[src/rtl/ecc_err_report.sv]
module ecc_err_report #(
  parameter int ADDR_W = 32,
  parameter int ATTR_W = 8,
  parameter int DATA_W = 32,
  parameter int SYN_W  = 8
) (
  input  logic              clk,
  input  logic              rst_n,
  input  logic              cfg_unlock,
  input  logic              reg_we,
  input  logic [3:0]        reg_addr,
  input  logic [31:0]       reg_wdata,
  output logic [31:0]       reg_rdata,
  input  logic              ram_sb_evt,
  input  logic              ram_nc_evt,
  input  logic [ADDR_W-1:0] ram_addr,
  input  logic [ATTR_W-1:0] ram_attr,
  input  logic [DATA_W-1:0] ram_data,
  input  logic [SYN_W-1:0]  ram_syn,
  input  logic              flash_sb_evt,
  input  logic              flash_nc_evt,
  input  logic [ADDR_W-1:0] flash_addr,
  input  logic [ATTR_W-1:0] flash_attr,
  input  logic [DATA_W-1:0] flash_data,
  output logic              irq_single,
  output logic              irq_ram_nc,
  output logic              irq_flash_nc,
  output logic              irq_noncorr,
  output logic              irq_any
);
  localparam logic [3:0] A_CFG = 4'd0, A_STAT = 4'd1, A_FADDR = 4'd2, A_FATTR = 4'd3,
                         A_FDATA = 4'd4, A_RADDR = 4'd5, A_RSYN = 4'd6, A_RATTR = 4'd7,
                         A_RDATA = 4'd8;
  localparam int RW = 32;

  logic [3:0] en_q, stat_q, win;
  logic [ADDR_W-1:0] fa_q, ra_q;
  logic [ATTR_W-1:0] ft_q, rt_q;
  logic [DATA_W-1:0] fd_q, rd_q;
  logic [SYN_W-1:0]  rs_q;

  wire hit_rsb = ram_sb_evt   & en_q[0];
  wire hit_fsb = flash_sb_evt & en_q[1];
  wire hit_rnc = ram_nc_evt   & en_q[2];
  wire hit_fnc = flash_nc_evt & en_q[3];
  wire wr_cfg  = reg_we && reg_addr == A_CFG;
  wire wr_stat = reg_we && reg_addr == A_STAT;

  always_comb begin
    if (hit_rnc)      win = 4'b0100;
    else if (hit_fnc) win = 4'b1000;
    else if (hit_rsb) win = 4'b0001;
    else if (hit_fsb) win = 4'b0010;
    else              win = 4'b0000;
  end

  wire load_f = win[1] | win[3];
  wire load_r = win[2];

  always_ff @(posedge clk or negedge rst_n) begin
    if (!rst_n) begin
      en_q <= '0;
    end else if (wr_cfg) begin
      en_q[0] <= reg_wdata[0];
      en_q[1] <= reg_wdata[1] & (cfg_unlock | en_q[1]);
      en_q[2] <= reg_wdata[2];
      en_q[3] <= reg_wdata[3];
    end
  end

  always_ff @(posedge clk or negedge rst_n) begin
    if (!rst_n)           stat_q <= '0;
    else if (win != '0)   stat_q <= win;
    else if (wr_stat)     stat_q <= stat_q & ~reg_wdata[3:0];
  end

  always_ff @(posedge clk or negedge rst_n) begin
    if (!rst_n) begin
      fa_q <= '0; ft_q <= '0; fd_q <= '0;
    end else if (load_f) begin
      fa_q <= flash_addr; ft_q <= flash_attr; fd_q <= flash_data;
    end
  end

  always_ff @(posedge clk or negedge rst_n) begin
    if (!rst_n) begin
      ra_q <= '0; rt_q <= '0; rd_q <= '0; rs_q <= '0;
    end else if (load_r) begin
      ra_q <= ram_addr; rt_q <= ram_attr; rd_q <= ram_data; rs_q <= ram_syn;
    end
  end

  always_comb begin
    reg_rdata = '0;
    case (reg_addr)
      A_CFG:   reg_rdata[3:0] = en_q;
      A_STAT:  reg_rdata[3:0] = stat_q;
      A_FADDR: reg_rdata = RW'(fa_q);
      A_FATTR: reg_rdata = RW'(ft_q);
      A_FDATA: reg_rdata = RW'(fd_q);
      A_RADDR: reg_rdata = RW'(ra_q);
      A_RSYN:  reg_rdata = RW'(rs_q);
      A_RATTR: reg_rdata = RW'(rt_q);
      A_RDATA: reg_rdata = RW'(rd_q);
      default: reg_rdata = '0;
    endcase
  end

  assign irq_single   = (en_q[0] & stat_q[0]) | (en_q[1] & stat_q[1]);
  assign irq_ram_nc   = en_q[2] & stat_q[2];
  assign irq_flash_nc = en_q[3] & stat_q[3];
  assign irq_noncorr  = irq_ram_nc | irq_flash_nc;
  assign irq_any      = irq_single | irq_noncorr;

  p_onehot_r5: assert property (@(posedge clk) disable iff (!rst_n)
    $onehot0(stat_q));

  p_disabled_quiet_r4: assert property (@(posedge clk) disable iff (!rst_n)
    !(hit_rsb | hit_fsb | hit_rnc | hit_fnc) |=> ((stat_q & ~$past(stat_q)) == 4'b0000));

  p_strap_lock_r3: assert property (@(posedge clk) disable iff (!rst_n)
    (!cfg_unlock && !en_q[1]) |=> !en_q[1]);

  p_ram_nc_wins_r6: assert property (@(posedge clk) disable iff (!rst_n)
    (ram_nc_evt && en_q[2]) |=> stat_q == 4'b0100);

  p_irq_needs_flag_r9: assert property (@(posedge clk) disable iff (!rst_n)
    irq_any |-> stat_q != 4'b0000);

  p_flash_cap_hold_r10: assert property (@(posedge clk) disable iff (!rst_n)
    !(flash_sb_evt | flash_nc_evt) |=> ($stable(fa_q) && $stable(fd_q)));
endmodule

[config.mk]
export PLATFORM = sky130hd
export DESIGN_NAME = ecc_err_report
export DESIGN_NICKNAME = d
export VERILOG_FILES = /design/src/rtl/ecc_err_report.sv
export SDC_FILE = /design/constraint.sdc
export NUM_CORES = 1
export LEC_CHECK = 0
export ABC_CLOCK_PERIOD_IN_PS = 1900
export CAP_MARGIN = 15
export CORE_MARGIN = 2
export CORE_UTILIZATION = 45
export CTS_CLUSTER_SIZE = 12
export DETAILED_ROUTE_END_ITERATION = 6
export PLACE_DENSITY = 0.87
export SETUP_SLACK_MARGIN = 0.2
export SLEW_MARGIN = 20
export SYNTH_ARGS = -nofsm -noshare
export SYNTH_HDL_FRONTEND = slang
export SYNTH_SLANG_ARGS = --single-unit
[constraint.sdc]
create_clock -name clk -period 1.9 [get_ports clk]
set_input_delay 0.285 -clock clk [delete_from_list [all_inputs] [get_ports clk]]
set_output_delay 0.285 -clock clk [all_outputs]
set_load 0.005 [all_outputs]
==> parameters.txt, run 1 <==
Parameter                              Value

Synthesis
  Most area-hungry cell type in the Yosys netlist ... dfrtp_1
  Most used standard cells in the synthesized netlist ... 160 x dfrtp_1, 85 x mux2_2, 70 x mux2_4
  Count of distinct cell types in the synthesized netlist ... 46
  Simple logic cell fraction of the synthesized area ... under 10%
  Share of the synthesized area in compound gates (AO/OA/AOI/OAI) ... between 10% and 20%
  Syn Inst Count ... 532
  Yosys warning total ... 0
  Multiplexer area fraction after synthesis ... 29.3%
  Post-synthesis average cell area ... 14.2 µm²
  Adder-cell share of the synthesized area ... 0%
  Most used DFF post-synth ... dfrtp_1
  Post-Synth XOR/XNOR Area ... 0%
  Number of storage elements in the synthesis netlist ... 160
  Portion of synthesized cell area occupied by the leading cell type ... between 50% and 60%
  Synthesized net count ... 728
  Leading post-synthesis cells by cell area ... dfrtp_1 53%, mux2_4 14%, mux2_2 13%, a22oi_1 5.3%, mux2i_1 2.7%
  Number of enable flip-flop cells after synthesis ... 0
  Combinational family with the most area after synthesis ... multiplexers
  Async SR Flop Fraction ... between 90% and 100%
  Sequential area share after synthesis ... 53.1%
  Mapped cell area ... 7540 µm²
  Count leader, synth ... dfrtp_1

Routing
  Number of iterations in the first detailed-routing pass ... 4
  Post-DR vias/cell ... 5.63
  Via total after detailed routing ... 5816
  Routed wire length ... 23800 µm
  Violation count after the first detailed-routing iteration ... 483
  Routed WL per cell ... 23.1 µm
  DRC violations left ... 0
  Post-route antenna net violation count ... 0

Place
  Minimum setup slack after placement ... -0.787 ns
  Instance area at placement ... slightly above 10000 µm²
  Instance count after placement with tap cells included ... 963
  HPWL reported at the end of detailed placement ... 15000 µm
  Placer's final routability congestion estimate ... 0.857
  Number of input and output port buffers inserted ... 204

STA
  Final clock period utilization by the worst path ... 110%
  Total count of hold-check failures in the final report ... 0
  Post-layout minimum cycle time ... around 2.1 ns
  Finish-stage setup viols ... 16
  Setup repair after global routing missed its margin ... yes
  Final Slew Violations ... 0
  Worst setup margin ... -0.185 ns
  Pin slew with the least headroom to its limit ... 0.423 ns
  Maximum operating frequency ... roughly 480 MHz
  Final sum of negative setup slack ... -0.685 ns
  Clock Skew ... 0.0106 ns
  Max-Slew Margin vs Limit ... 71.8%

Floorplanning
  IO Count ... 233
  Die ar. ... 17800 µm²
  Area of the core region ... approximately 16000 µm²
  Effective utilization at floorplan ... approximately 46%
  Row Count ... 47
  Die X ... 133 µm
  Die boundary height ... 133 µm

Critical path
  Max Fanout on Critical Path ... 2
  Startpoint types ... flop
  Cell chain of the critical path ... nor2b_4 -> a32oi_2 -> o22ai_2 -> or3_4 -> buf_6
  Nature of the critical path endpoint ... output pin
  Cell with the largest stage delay on the worst path ... dfrtp_1
  Worst path arrival time ... 1.80 ns
  Delay of the slowest critical-path stage ... 0.40 ns
  Critical Setup Path Class ... flop to output pin
  Data required time of the worst path ... 1.62 ns

GRT
  Vias in the first global route ... 6344
  Maximum number of pins on one net before global-route repair ... 55
  Total congestion overflow after global routing ... 0
  Number of antenna violations at the first check in global routing ... 0
  Wire length of the first global-routing pass ... 35300 µm
  Combined global-route utilization of all metal layers ... 26.0%

CTS
  Maximum count of clock buffers along a single path ... 2
  Clock sink count ... 160
  Count of H-tree levels built during CTS ... 4
  Worst-path clk slew ... 0.07 ns
  Number of buffers created by CTS ... 17
  Clock tree from TritonCTS ... done
  Clk root buf ... clkbuf_16
  Latest clock arrival within the worst-skew pair ... 0.43 ns

Hold path
  Path class of the lowest-slack min-delay path ... input port to asynchronous set/reset pin

Cells and area
  Count of non-filler cells in the finished layout ... 1033
  Area growth from synthesis to layout ... 52.5%
  Layout Cell Area excl Fill ... roughly 11000 µm²
  Antenna diode count ... 0
  Net count reported at finish ... 996
  Share of final-layout standard cells stronger than drive strength 1 ... ~45%

Pwr
  Leakage power of the design ... 5.25 nW
  Pwr dens ... around 1200 nW/µm²
  Max VDD drop ... ~0.64 mV

Status
  Violated checks ... negative setup slack
  Status ... complete, but fails checks

Run
  Max-capacitance violation count ... 0
## cell families after synthesis
kind of cell           count (synthesis)
muxes                                175
DFF                                  160
and+or+nand+nor                       50
buffers and inverters                 37
AOI/OAI and AO/OA                    110
## layer usage
layer	vias up	track usage [%]	share of wire [%]
met5	-	0	0
met4	0	10.8	3.2
met3	66	5.33	5.2
met2	242	43.6	51
met1	2981	33.1	41
li1	2527	-	-
## placed cells by master, fill, tap and decap left out, drive strengths merged, types with 2 or more instances in the layout
cell type	netlist	routed
clkdlybuf4s50	0	162
dfrtp	160	160
mux2	155	155
buf	34	115
a22oi	53	53
o21ai	27	27
clkbuf	2	21
mux2i	20	20
nand2	11	11
nor2	9	9
a21oi	8	8
o32ai	7	7
inv	1	6
nor3	5	5
dlygate4sd2	0	4
nor2b	4	4
and2	4	4
or3	4	4
nand2b	4	4
nand3	3	3
clkinvlp	0	3
clkinv	0	3
a211o	2	2
and3	2	2
a32o	2	2
bufinv	0	2
## power breakdown
group	switching, mW	total, mW	internal, mW
logic	1.45	4.33	2.89
registers	1.01	5.82	4.81
clock network	1.48	3.47	2.00
## metrics by stage
| stage | hold WS (ns) | total power, mW | util (%) |
|---|---|---|---|
| floorplan | -0.0106 | 7.90 | - |
| global placement | 0.184 | 9.16 | 61.1 |
| detailed placement | 0.186 | 9.39 | 61.1 |
| CTS | 0.309 | 13.0 | 67.2 |
| global route | 0.339 | 14.2 | 69.8 |
| finish | 0.305 | 13.6 | 69.8 |
## cell type report
type                       count  area, µm²
fill                        1061       4970
inverter                       1       3.75
clock inverter                13        151
tap                          220        275
multi-input combinational    335       3730
timing repair buffer         285       2890
sequential                   160       4000
clock buffer                  19        443
## worst paths after layout
| check | startpoint | to | slack (ns) | depth (start not counted) |
|---|---|---|---|---|
| max | stat_q[1] | reg_rdata[1] | -0.18 | 5 |
| min | rst_n | rd_q[20] | 0.31 | 2 |
| max reg2reg | en_q[2] | rd_q[15] | 0.13 | 6 |
| max in group asynchronous | rst_n | rt_q[3] | 0.91 | 3 |
| min reg2reg | rs_q[2] | rs_q[2] | 0.51 | 1 |
| min in group clk | reg_addr[1] | en_q[1] | 0.43 | 5 |
## worst max-delay path, delay by kind of cell, from the launching register on
kind	cells	cell delay [ns]
compound gates	2	0.36
buf+inv	1	0.12
flops	1	0.40
simple gates	2	0.49
## flip-flops by register name, summed over array words and instances (netlist names)
| signal | flops |
|---|---|
| fd_q | 32 |
| stat_q | 4 |
| ra_q | 32 |
| rs_q | 8 |
| rd_q | 32 |
| ft_q | 8 |
| fa_q | 32 |
| en_q | 4 |
| rt_q | 8 |
## what timing repair did
item / 4_1_cts / 5_1_grt
pin swaps: 43 / 14
gates resized for setup: 221 / 77
hold buffers: 1 / 0
buffers inserted: 24 / 7
setup endpoints to repair: 37 / 66
endpoints found under the hold margin: 27 / 0
cloned: 3 / 3
(Power assumes the default switching activity.)
==> run 2: changes to the inputs <==
--- a/config.mk
+++ b/config.mk
@@ -13,6 +13,7 @@
 export DETAILED_ROUTE_END_ITERATION = 6
 export PLACE_DENSITY = 0.87
 export SETUP_SLACK_MARGIN = 0.2
+export SKIP_LAST_GASP = 1
 export SLEW_MARGIN = 20
 export SYNTH_ARGS = -nofsm -noshare
 export SYNTH_HDL_FRONTEND = slang
==> parameters.txt, run 2 (synthesis gave the netlist of run 1 again) <==
Parameter                              Value

Pwr
  Clock share of power ... 26.1% (was 25.5%)
  Sequential Power Share ... 43.6% (was 42.7%)
  Pwr dens ... 1170 nW/µm² (was 1190 nW/µm²)
  Leakage power of the design ... 5.01 nW (was 5.25 nW)
  Switching fraction of total power ... 28.8% (was 28.9%)
  Total net switching power ... 3.81 mW (was 3.94 mW)
  Internal power ... 9.43 mW (was 9.69 mW)
  Max VDD drop ... 0.637 mV (was 0.636 mV)
  Logic pwr share ... 30.3% (was 31.8%)

Routing
  Via total after detailed routing ... 5809 (was 5816)
  Violation count after the first detailed-routing iteration ... 382 (was 483)
  DRC violations left ... 0 (unchanged)
  Routed wire length ... 23400 µm (was 23800 µm)
  Number of iterations in the first detailed-routing pass ... 4 (unchanged)
  Post-DR vias/cell ... 5.62 (was 5.63)
  Post-route antenna net violation count ... 0 (unchanged)
  Routed WL per cell ... 22.6 µm (was 23.1 µm)

Place
  Placer's final routability congestion estimate ... 0.857 (unchanged)
  Instance area at placement ... 10100 µm² (unchanged)
  HPWL reported at the end of detailed placement ... 15000 µm (unchanged)
  Instance count after placement with tap cells included ... 963 (unchanged)
  Number of input and output port buffers inserted ... 204 (unchanged)

STA
  Post-layout minimum cycle time ... 2.09 ns (was 2.08 ns)
  Final sum of negative setup slack ... -0.525 ns (was -0.685 ns)
  Setup repair after global routing missed its margin ... yes (unchanged)
  Final worst hold slack ... 0.310 ns (was 0.305 ns)
  Max-Slew Margin vs Limit ... 75.6% (was 71.8%)
  Maximum operating frequency ... 478 MHz (was 480 MHz)
  Pin slew with the least headroom to its limit ... 0.366 ns (was 0.423 ns)
  Finish-stage setup viols ... 8 (was 16)
  Final clock period utilization by the worst path ... 110% (about the same)
  Total count of hold-check failures in the final report ... 0 (unchanged)
  Worst setup margin ... -0.191 ns (was -0.185 ns)
  Clock Skew ... 0.0112 ns (was 0.0106 ns)
  Final Slew Violations ... 0 (unchanged)

Critical path
  Data required time of the worst path ... 1.62 ns (about the same)
  Worst path arrival time ... 1.81 ns (was 1.80 ns)
  Critical path buffers and inverters ... 1 (unchanged)
  Number of cells traversed by the worst register-to-register path ... 6 (unchanged)
  Nature of the critical path endpoint ... output pin (unchanged)
  Logic depth of the worst path, buffers included ... 5 (unchanged)
  Delay of the slowest critical-path stage ... 0.40 ns (about the same)
  Startpoint types ... flop (unchanged)
  Critical Setup Path Class ... flop to output pin (unchanged)
  Cell with the largest stage delay on the worst path ... dfrtp_1 (unchanged)
  Cell family with most CP delay ... simple AND/OR/NAND/NOR gates (unchanged)
  Max Fanout on Critical Path ... 2 (unchanged)
  Cell chain of the critical path ... nor2b_4 -> a32oi_2 -> o22ai_2 -> or3_4 -> buf_6 (unchanged)

GRT
  Maximum number of pins on one net before global-route repair ... 55 (unchanged)
  Wire length of the first global-routing pass ... 35300 µm (about the same)
  Combined global-route utilization of all metal layers ... 26.0% (about the same)
  Total congestion overflow after global routing ... 0 (unchanged)
  Vias in the first global route ... 6310 (was 6344)
  Number of antenna violations at the first check in global routing ... 0 (unchanged)

Status
  Violated checks ... negative setup slack (unchanged)
  Status ... complete, but fails checks (unchanged)

CTS
  Worst-path clk slew ... 0.06 ns (was 0.07 ns)
  Clock tree from TritonCTS ... done (unchanged)
  Count of H-tree levels built during CTS ... 4 (unchanged)
  Latest clock arrival within the worst-skew pair ... 0.43 ns (about the same)
  Clk root buf ... clkbuf_16 (unchanged)
  Maximum count of clock buffers along a single path ... 2 (unchanged)
  Clock sink count ... 160 (unchanged)
  Number of buffers created by CTS ... 17 (unchanged)

Hold path
  Path class of the lowest-slack min-delay path ... input port to asynchronous set/reset pin (unchanged)

Floorplanning
  Die boundary height ... 133 µm (unchanged)
  IO Count ... 233 (unchanged)
  Die ar. ... 17800 µm² (unchanged)
  Effective utilization at floorplan ... 45.8% (unchanged)
  Die X ... 133 µm (unchanged)
  Area of the core region ... 16500 µm² (unchanged)
  Row Count ... 47 (unchanged)

Cells and area
  Count of non-filler cells in the finished layout ... 1034 (was 1033)
  Register cell area after layout ... 4000 µm² (unchanged)
  Util after Layout ... 68.5% (was 69.8%)
  Count of filler cells inserted in the layout ... 1084 (was 1061)
  Multi-input gate area in the final layout ... 3540 µm² (was 3730 µm²)
  Highest-count cells in the layout ignoring fill and taps ... 162 x clkdlybuf4s50_1, 160 x dfrtp_1, 85 x mux2_2, 70 x mux2_4, 47 x buf_4 (was 162 x clkdlybuf4s50_1, 160 x dfrtp_1, 119 x mux2_4, 43 x buf_4, 36 x mux2_2)
  Area growth from synthesis to layout ... 49.7% (was 52.5%)
  Share of final-layout standard cells stronger than drive strength 1 ... 44.5% (unchanged)
  Net count reported at finish ... 996 (unchanged)
  Layout Cell Area excl Fill ... 11300 µm² (was 11500 µm²)
  Leading cell type in the layout, fill and taps excluded ... clkdlybuf4s50_1 (unchanged)

Run
  Max-capacitance violation count ... 0 (unchanged)
-- run 2: cell type report --
type | count | area share [%]
clock inverter | 13 | 1.34
tap | 220 | 2.44
antenna | 1 | 0.0222
sequential | 160 | 35.5
timing repair buffer | 285 | 25.4
multi-input combinational | 335 | 31.4
inverter | 1 | 0.0333
clock buffer | 19 | 3.92
-- run 2: timing repair --
action | in CTS | in global routing
pin swaps | 41 | 16
gates resized for setup | 213 | 31
hold endpoints to repair | 27 | 0
gates cloned | 3 | 4
hold buffers | 1 | 0
setup buffers | 24 | 6
setup endpoints to repair | 37 | 106
-- run 2: final timing paths --
kind,startpoint,end,slack (ns)
worst max-delay path,stat_q[1],reg_rdata[1],-0.19
worst min-delay path,rst_n,rd_q[20],0.31
worst max register to register,en_q[2],rs_q[3],0.10
worst min register to register,rs_q[2],rs_q[2],0.51
max in group asynchronous,rst_n,rt_q[3],0.90
min in group clk,reg_addr[1],en_q[1],0.43
-- run 2: metal layers --
metal | global-route usage [%] | share of wire [%]
met5 | 0 | 0
met1 | 33.2 | 42
met2 | 43.9 | 51
met4 | 9.75 | 3.1
met3 | 5.18 | 4.6
-- run 2: power by group through the flow --
stage,Sequential (mW),Clock (mW),Combinational (mW)
6_report,5.78,3.46,4.01
5_1_grt,5.91,3.64,4.26
4_1_cts,5.72,3.49,3.81
3_5_place_dp,5.68,0,3.71
3_3_place_gp,5.59,0,3.57
2_1_floorplan,5.37,0,2.53
-- run 2: per-stage QoR --
stage	setup WS (ns)	power, mW
finish	-0.191	13.2
global route	-0.237	13.8
CTS	-0.167	13.0
detailed placement	-0.787	9.39
global placement	-0.744	9.16
floorplan	0.365	7.90
